File: src/rtl/sdram_burst_seq.sv
module sdram_burst_seq #(
  parameter int COL_W   = 8,
  parameter int MAX_LAT = 3
) (
  input  logic             clk,
  input  logic             rst_n,
  input  logic             cmd_valid,
  input  logic             cmd_write,
  input  logic             cmd_stop,
  input  logic             cmd_bank,
  input  logic [COL_W-1:0] cmd_col,
  input  logic [2:0]       cfg_len,
  input  logic             cfg_ilv,
  input  logic [1:0]       cfg_lat,
  output logic             beat,
  output logic [COL_W-1:0] col_out,
  output logic             bank_out,
  output logic             wr_accept,
  output logic             rd_valid,
  output logic             cfg_illegal
);
  localparam int LAT_W = 2;
  localparam logic [COL_W-1:0] ONE = {{(COL_W-1){1'b0}}, 1'b1};

  logic             act_q, wr_q, bank_q, ilv_q, full_q;
  logic [COL_W-1:0] base_q, cnt_q, mask_q;
  logic [LAT_W-1:0] lat_q;
  logic [MAX_LAT-1:0] pipe_q;

  logic             full_pg, cmd_load, rd_beat;
  logic [COL_W-1:0] len_mask;

  assign full_pg     = (cfg_len == 3'd7);
  assign len_mask    = full_pg ? '1 : ((ONE << cfg_len[1:0]) - ONE);
  assign cfg_illegal = !((!cfg_len[2] || (full_pg && !cfg_ilv)) &&
                         (cfg_lat != '0) && (cfg_lat <= LAT_W'(MAX_LAT)));
  assign cmd_load    = cmd_valid && !cfg_illegal;

  always_ff @(posedge clk) begin
    if (!rst_n) begin
      act_q  <= 1'b0;
      wr_q   <= 1'b0;
      bank_q <= 1'b0;
      ilv_q  <= 1'b0;
      full_q <= 1'b0;
      base_q <= '0;
      cnt_q  <= '0;
      mask_q <= '0;
      lat_q  <= LAT_W'(1);
    end else if (cmd_load) begin
      act_q  <= 1'b1;
      wr_q   <= cmd_write;
      bank_q <= cmd_bank;
      ilv_q  <= cfg_ilv;
      full_q <= full_pg;
      base_q <= cmd_col;
      cnt_q  <= '0;
      mask_q <= len_mask;
      lat_q  <= cfg_lat;
    end else if (cmd_stop) begin
      act_q  <= 1'b0;
    end else if (act_q) begin
      if (!full_q && cnt_q == mask_q) act_q <= 1'b0;
      cnt_q <= cnt_q + ONE;
    end
  end

  assign beat      = act_q;
  assign bank_out  = bank_q;
  assign wr_accept = act_q && wr_q;
  assign rd_beat   = act_q && !wr_q;
  assign col_out   = ilv_q ? (base_q ^ cnt_q)
                           : ((base_q & ~mask_q) | ((base_q + cnt_q) & mask_q));

  for (genvar i = 0; i < MAX_LAT; i++) begin : g_pipe
    if (i == MAX_LAT - 1) begin : g_top
      always_ff @(posedge clk)
        if (!rst_n) pipe_q[i] <= 1'b0;
        else        pipe_q[i] <= rd_beat && (lat_q == LAT_W'(i + 1));
    end else begin : g_mid
      always_ff @(posedge clk)
        if (!rst_n) pipe_q[i] <= 1'b0;
        else        pipe_q[i] <= pipe_q[i+1] || (rd_beat && (lat_q == LAT_W'(i + 1)));
    end
  end
  assign rd_valid = pipe_q[0];

  p_new_start_r8: assert property (@(posedge clk) disable iff (!rst_n)
    cmd_load |=> beat && col_out == $past(cmd_col) && bank_out == $past(cmd_bank));
  p_stop_ends_r7: assert property (@(posedge clk) disable iff (!rst_n)
    (cmd_stop && !cmd_load) |=> !beat);
  p_illegal_ignored_r4: assert property (@(posedge clk) disable iff (!rst_n)
    (!beat && cmd_valid && cfg_illegal) |=> !beat);
  p_wr_zero_lat_r6: assert property (@(posedge clk) disable iff (!rst_n)
    (cmd_load && cmd_write) |=> wr_accept);
  p_rd_lat1_r5: assert property (@(posedge clk) disable iff (!rst_n)
    (beat && !wr_accept && lat_q == 2'd1) |=> rd_valid);
  p_rd_lat3_r5: assert property (@(posedge clk) disable iff (!rst_n)
    (beat && !wr_accept && lat_q == 2'd3) |=> ##2 rd_valid);
  p_len_end_r10: assert property (@(posedge clk) disable iff (!rst_n)
    (beat && !full_q && cnt_q == mask_q && !cmd_load) |=> !beat);
  p_bank_hold_r9: assert property (@(posedge clk) disable iff (!rst_n)
    (beat && $past(beat) && !$past(cmd_load)) |-> $stable(bank_out));
endmodule

File: config.mk
export PLATFORM = sky130hd
export DESIGN_NAME = sdram_burst_seq
export DESIGN_NICKNAME = d
export VERILOG_FILES = /design/src/rtl/sdram_burst_seq.sv
export SDC_FILE = /design/constraint.sdc
export NUM_CORES = 1
export LEC_CHECK = 0
export ABC_AREA = 1
export CAP_MARGIN = 20
export CORE_MARGIN = 1
export CORE_UTILIZATION = 30
export CTS_CLUSTER_DIAMETER = 40
export DETAILED_ROUTE_END_ITERATION = 10
export SETUP_SLACK_MARGIN = 0.5
export SYNTH_ARGS = -nofsm -noshare
export SYNTH_HDL_FRONTEND = slang
export SYNTH_SLANG_ARGS = --single-unit
File: constraint.sdc
create_clock -name clk -period 2.4 [get_ports clk]
set_input_delay 0.48 -clock clk [delete_from_list [all_inputs] [get_ports clk]]
set_output_delay 0.48 -clock clk [all_outputs]
set_load 0.005 [all_outputs]
* After elaboration in Yosys (flattened, before gate mapping)
Index checks and enable logic that the tools add are counted.
** Cells by class
- Add/subtract/negate cells :: 3
- Magnitude comparators :: 1
- Equal/unequal tests :: 5
- Shift operators :: 1
- Multiplexer cells :: 6
- Bitwise logic cells :: 7
- Reductions and logical operators :: 21
** Operators with widths (number)
- 8-bit AND :: 2
- 8-bit two-way mux :: 2
- 1-bit logical AND :: 10
- 8-bit by 1-bit adder with 8-bit output, second input constant :: 1
- 8-bit adder :: 1
- 8-bit equality test :: 1
- 8-bit NOT :: 1
- 8-bit OR :: 1
- 1-bit by 2-bit << shifter with 8-bit output, first input constant :: 1
- 8-bit by 1-bit subtractor with 8-bit output, second input constant :: 1
- 8-bit bitwise XOR :: 1
- 1-bit zero test :: 5
- 2-bit equality test, second input constant :: 2
- 1-bit two-way mux :: 4
- 3-bit equality test, second input constant :: 1
- 1-bit logical OR :: 3
- 2-bit by 1-bit equality test with 1-bit output, second input constant :: 1
- 2-bit <= comparator, second input constant :: 1
- 1-bit NOT :: 2
- 2-bit AND reduction :: 1
- 2-bit nonzero test :: 1
- 2-bit OR reduction :: 1
** Word-level totals
- Register bits :: 34
- Input bits :: 20
- Output and inout bits :: 13

* Longest topological paths before layout
- Depth in word-level cells :: 7
- Gate-level depth with buffers :: 12
- Mapped depth without buffers :: 12

* Least setup slack after synthesis
OpenSTA, ideal clock, no wires.
- Path kind :: reg2out
- Start point :: register cnt_q[0]
- End point :: output port col_out[6]
- Data arrival time :: 1565 ps
- Required time :: 1920 ps
- Setup slack :: 355 ps
- Stages on the path, launching flop included :: 13
- Path buffers :: 0
- Cells stage by stage :: dfxtp_1 > ha_1 > inv_1 > fa_1 > inv_1 > nand2_1 > a21oi_1 > nand2_1 > nand2_1 > nand2_1 > nand3_1 > nand2_1 > nand2_1
** On the way
- Longest elaborated chain between the ends :: 4
** Ends and longest elaborated chain
- from (decl) :: RTL line 26 : logic [COL_W-1:0] base_q, cnt_q, mask_q;
- from (signal assigned) :: RTL line 64 : cnt_q <= cnt_q + ONE;
- 8-bit adder :: RTL line 73 : : ((base_q & ~mask_q) | ((base_q + cnt_q) & mask_q));
- 8-bit AND :: RTL line 73
- 8-bit OR :: RTL line 73
- 8-bit two-way mux :: RTL line 72 : assign col_out = ilv_q ? (base_q ^ cnt_q)
- to (decl) :: RTL line 16 : output logic [COL_W-1:0] col_out,
Every way passes these cells.

* Worst setup path after layout
- Start point :: register base_q[0]
- End point :: output port col_out[6]
** On the way
- Longest elaborated chain between the ends :: 4
** Ends and longest elaborated chain
- from (decl) :: RTL line 26
- from (signal assigned) :: RTL line 56 : base_q <= cmd_col;
- 8-bit adder :: RTL line 73
- 8-bit AND :: RTL line 73
- 8-bit OR :: RTL line 73
- 8-bit two-way mux :: RTL line 72
Every way passes these cells.

==> flow_summary_export.csv <==
group,metric,value,unit
global_route,grt-ovfl-total,0,
floorplan,rows,28,
yosys,ys_seq_area_share,34.8,%
yosys,synthMuxAreaShare,0,%
yosys,synthAdderAreaFrac,6.99,%
drt,drc,0,
clock_network,cts_buffers,5,
critical_path,r2r_start,"cnt_q[0]",
placed_design,post-place-ws,-0.0992,ns
sta,worst_slew_pin_slew,0.364,ns
global_route,grt_use_met2,29.2,%
yosys,synthesis.nets,315,
sta,fin_crit,2.45,ns
yosys,post_synth_num_cell_types,28,
floorplan,initial_core_util,31.5,%
critical_path,crit_required,1.92,ns
floorplan,io_pins,33,
critical_path,path_cells,"ha_4, inv_2, fa_2, inv_2, nand2_4, a21oi_4, buf_6, nand2_4, nand2_1, nand2_1, nand3_1, nand2_1, nand2_1, buf_2",
clock_network,clk_pin_slew,0.06,ns
placed_design,port_buffers,32,
yosys,synth_top_family_by_area,"simple AND/OR/NAND/NOR gates",
floorplan,core-area,6030,um^2
critical_path,critPathLaunch,"base_q[0]",
sta,layout_setup_ws,-0.0504,ns
sta,finalClockSkew,0.0108,ns
global_route,grt_max_degree,13,
drt,antenna_left,0,
yosys,synthXorXnorAreaFrac,1.39,%
sta,setup_viol,1,
critical_path,crit_family,"adder cells",
yosys,synth_area_leader_cell,"dfxtp_1",
sta,slew_headroom,75.7,%
hold_path,hold_class,"reg -> reg",
critical_path,crit_type,"reg -> out",
global_route,gr-usage-met3,3.22,%
finish,fin_cells,421,
pwr,peakVddDrop,0.000334,V
yosys,yosys_warnings,0,
sta,tns,-0.0504,ns
clock_network,cts.path.max_buffers,2,
global_route,first_global_vias,1921,
drt,vias,1973,
critical_path,cp_max_fo,3,
drt,wire_per_inst,12.1,um
sta,final_hold_viol_count,0,
placed_design,dp_cells,407,
drt,drt_iter0_drc,89,
clock_network,cts_sinks,33,
floorplan,fp.dieArea,6640,um^2
global_route,antenna_found_initial,0,
global_route,grt.busiest_layer,"met2",
critical_path,cp_num_buf_inv,4,
finish,diodes,0,
placed_design,dp_hpwl,3710,um
sta,max_freq,408,MHz
yosys,synth_common_cells,"nand2_1, inv_1, dfxtp_1",
critical_path,worstSetupEndpointType,"primary output",
yosys,avgSynthCellArea,6.66,um^2
yosys,synth_top_area_share,34.8,%
sta,rsz0062_at_grt,"yes",
pwr,powerDensity,461,nW/um^2
yosys,yosys-top-cells-area,"dfxtp_1, nand2_1, inv_1, a21oi_1, ha_1",
global_route,use_met1,21.4,%
finish,drive_gt1_share,21.4,%
hold_path,worstHoldStart,"bank_out",
critical_path,cpMostUsedCell,"nand2_1",
yosys,synth.most_common_cell,"nand2_1",
pwr,power.leakage,1.19,nW
yosys,ys_async_sr_fraction,0,%
outcome,violations,"setup timing",
placed_design,routabilityCongestion,0.791,
outcome,outcome,"complete, but fails checks",
floorplan,fp.dieH,81.5,um
yosys,synth-edff-count,0,
critical_path,cp.arrival,1.97,ns
floorplan,die_w,81.5,um
yosys,synth_seq_cells,33,
finish,utilization,44.2,%
clock_network,clkLatencyLatePin,0.29,ns
yosys,synth_flop_cell,"dfxtp_1",
critical_path,slowest_stage,"dfxtp_2",
finish,synthToLayoutAreaGrowth,40.4,%
yosys,syn_inst,285,
drt,first_pass_iters,4,
global_route,grt_pass1_wl,8680,um
sta,drv_slew,0,
drt,via_per_inst,4.69,
finish,nNetsFinal,375,
job,maxCapViolations,0,
critical_path,max_stage_delay,0.35,ns
yosys,syn_area,1900,um^2
clock_network,tritoncts,"yes",
critical_path,crit_path_start_kind,"flip-flop",
yosys,synth-compound-area-share,17.5,%
yosys,synthSimpleGateAreaFrac,27.1,%
pwr,total_power,0.00123,W
clock_network,cts_root_buffer,"clkbuf_8",
sta,fin_crit_sh,102,%
drt,wl,5090,um
clock_network,cts-htree-levels,2,
global_route,grt.total_usage,17.2,%
metal layers:
metal	routed length, um	up-vias
met2	2430	40
li1	-	1036
met1	2380	888
met5	0	-
met4	104	0
met3	178	9
power breakdown:
| part | leakage, nW | internal, W | switching [W] |
|---|---|---|---|
| sequential | 0.272 | 0.000568 | 0.0000167 |
| clock | 0.0450 | 0.000201 | 0.000212 |
| combinational | 0.872 | 0.000115 | 0.000115 |
flip-flops by register name (all words and copies together), names as in the netlist:
name,flops
full_q,1
ilv_q,1
lat_q,2
cnt_q,8
base_q,8
bank_out,1
rd_valid,1
mask_q,7
beat,1
pipe_q,2
wr_q,1
layout by cell type (no fill, tap or decap), types with 3 or more instances in the layout:
cell / instances
dfxtp_1: 27
nor3b_1: 3
o21ai_1: 7
nand3_1: 16
ha_1: 4
nor2_1: 12
o21ai_0: 17
nand2_1: 71
nand2_2: 4
ha_4: 5
clkdlybuf4s50_1: 20
a21oi_2: 3
buf_2: 6
clkbuf_8: 5
a21oi_1: 28
buf_6: 4
dfxtp_2: 5
buf_4: 23
dlygate4sd2_1: 5
inv_1: 47
inv_2: 3
nor3_1: 4
final cells by class:
cell class / instances / area [um^2]
inverter: 50 / 188
tap: 75 / 93.8
clock inverter: 2 / 10.0
sequential: 33 / 671
clock buffer: 6 / 72.6
multi-input combinational: 196 / 1130
timing repair buffer: 59 / 497
fill: 611 / 3360
kinds of logic (layout without fill, tap and decap cells):
group | after synthesis | after routing
and+or+nand+nor | 119 | 119
AOI/OAI and AO/OA | 64 | 64
buffers and inverters | 56 | 117
DFF | 33 | 33
adders and majority gates | 10 | 10
xor gates and xnor gates | 3 | 3
timing repair:
action                     in CTS  in global routing
pin swaps                      11                  6
hold buffers                    0                  0
gates resized for setup        50                 15
gates cloned                    0                  0
buffers inserted                5                  1
setup endpoints to repair       9                  9
worst min-delay path, stage by stage (launching register included):
cell and delay, ns:
dfxtp_1 0.31, nand2_1 0.06, a21oi_1 0.05
metrics by stage:
step | hold WS, ns | cell area, um^2
5_1_grt | 0.490 | 2660
2_1_floorplan | 0.413 | 1920
3_3_place_gp | 0.436 | 2450
3_5_place_dp | 0.452 | 2450
4_1_cts | 0.469 | 2640
6_report | 0.472 | 2660
worst paths after layout:
kind	depth (start not counted)	end	slack (ns)
max reg2reg	8	cnt_q[6]	1.00
max	14	col_out[6]	-0.05
min	2	bank_out	0.47
min reg2reg	2	bank_out	0.47
(Power assumes the default switching activity.)
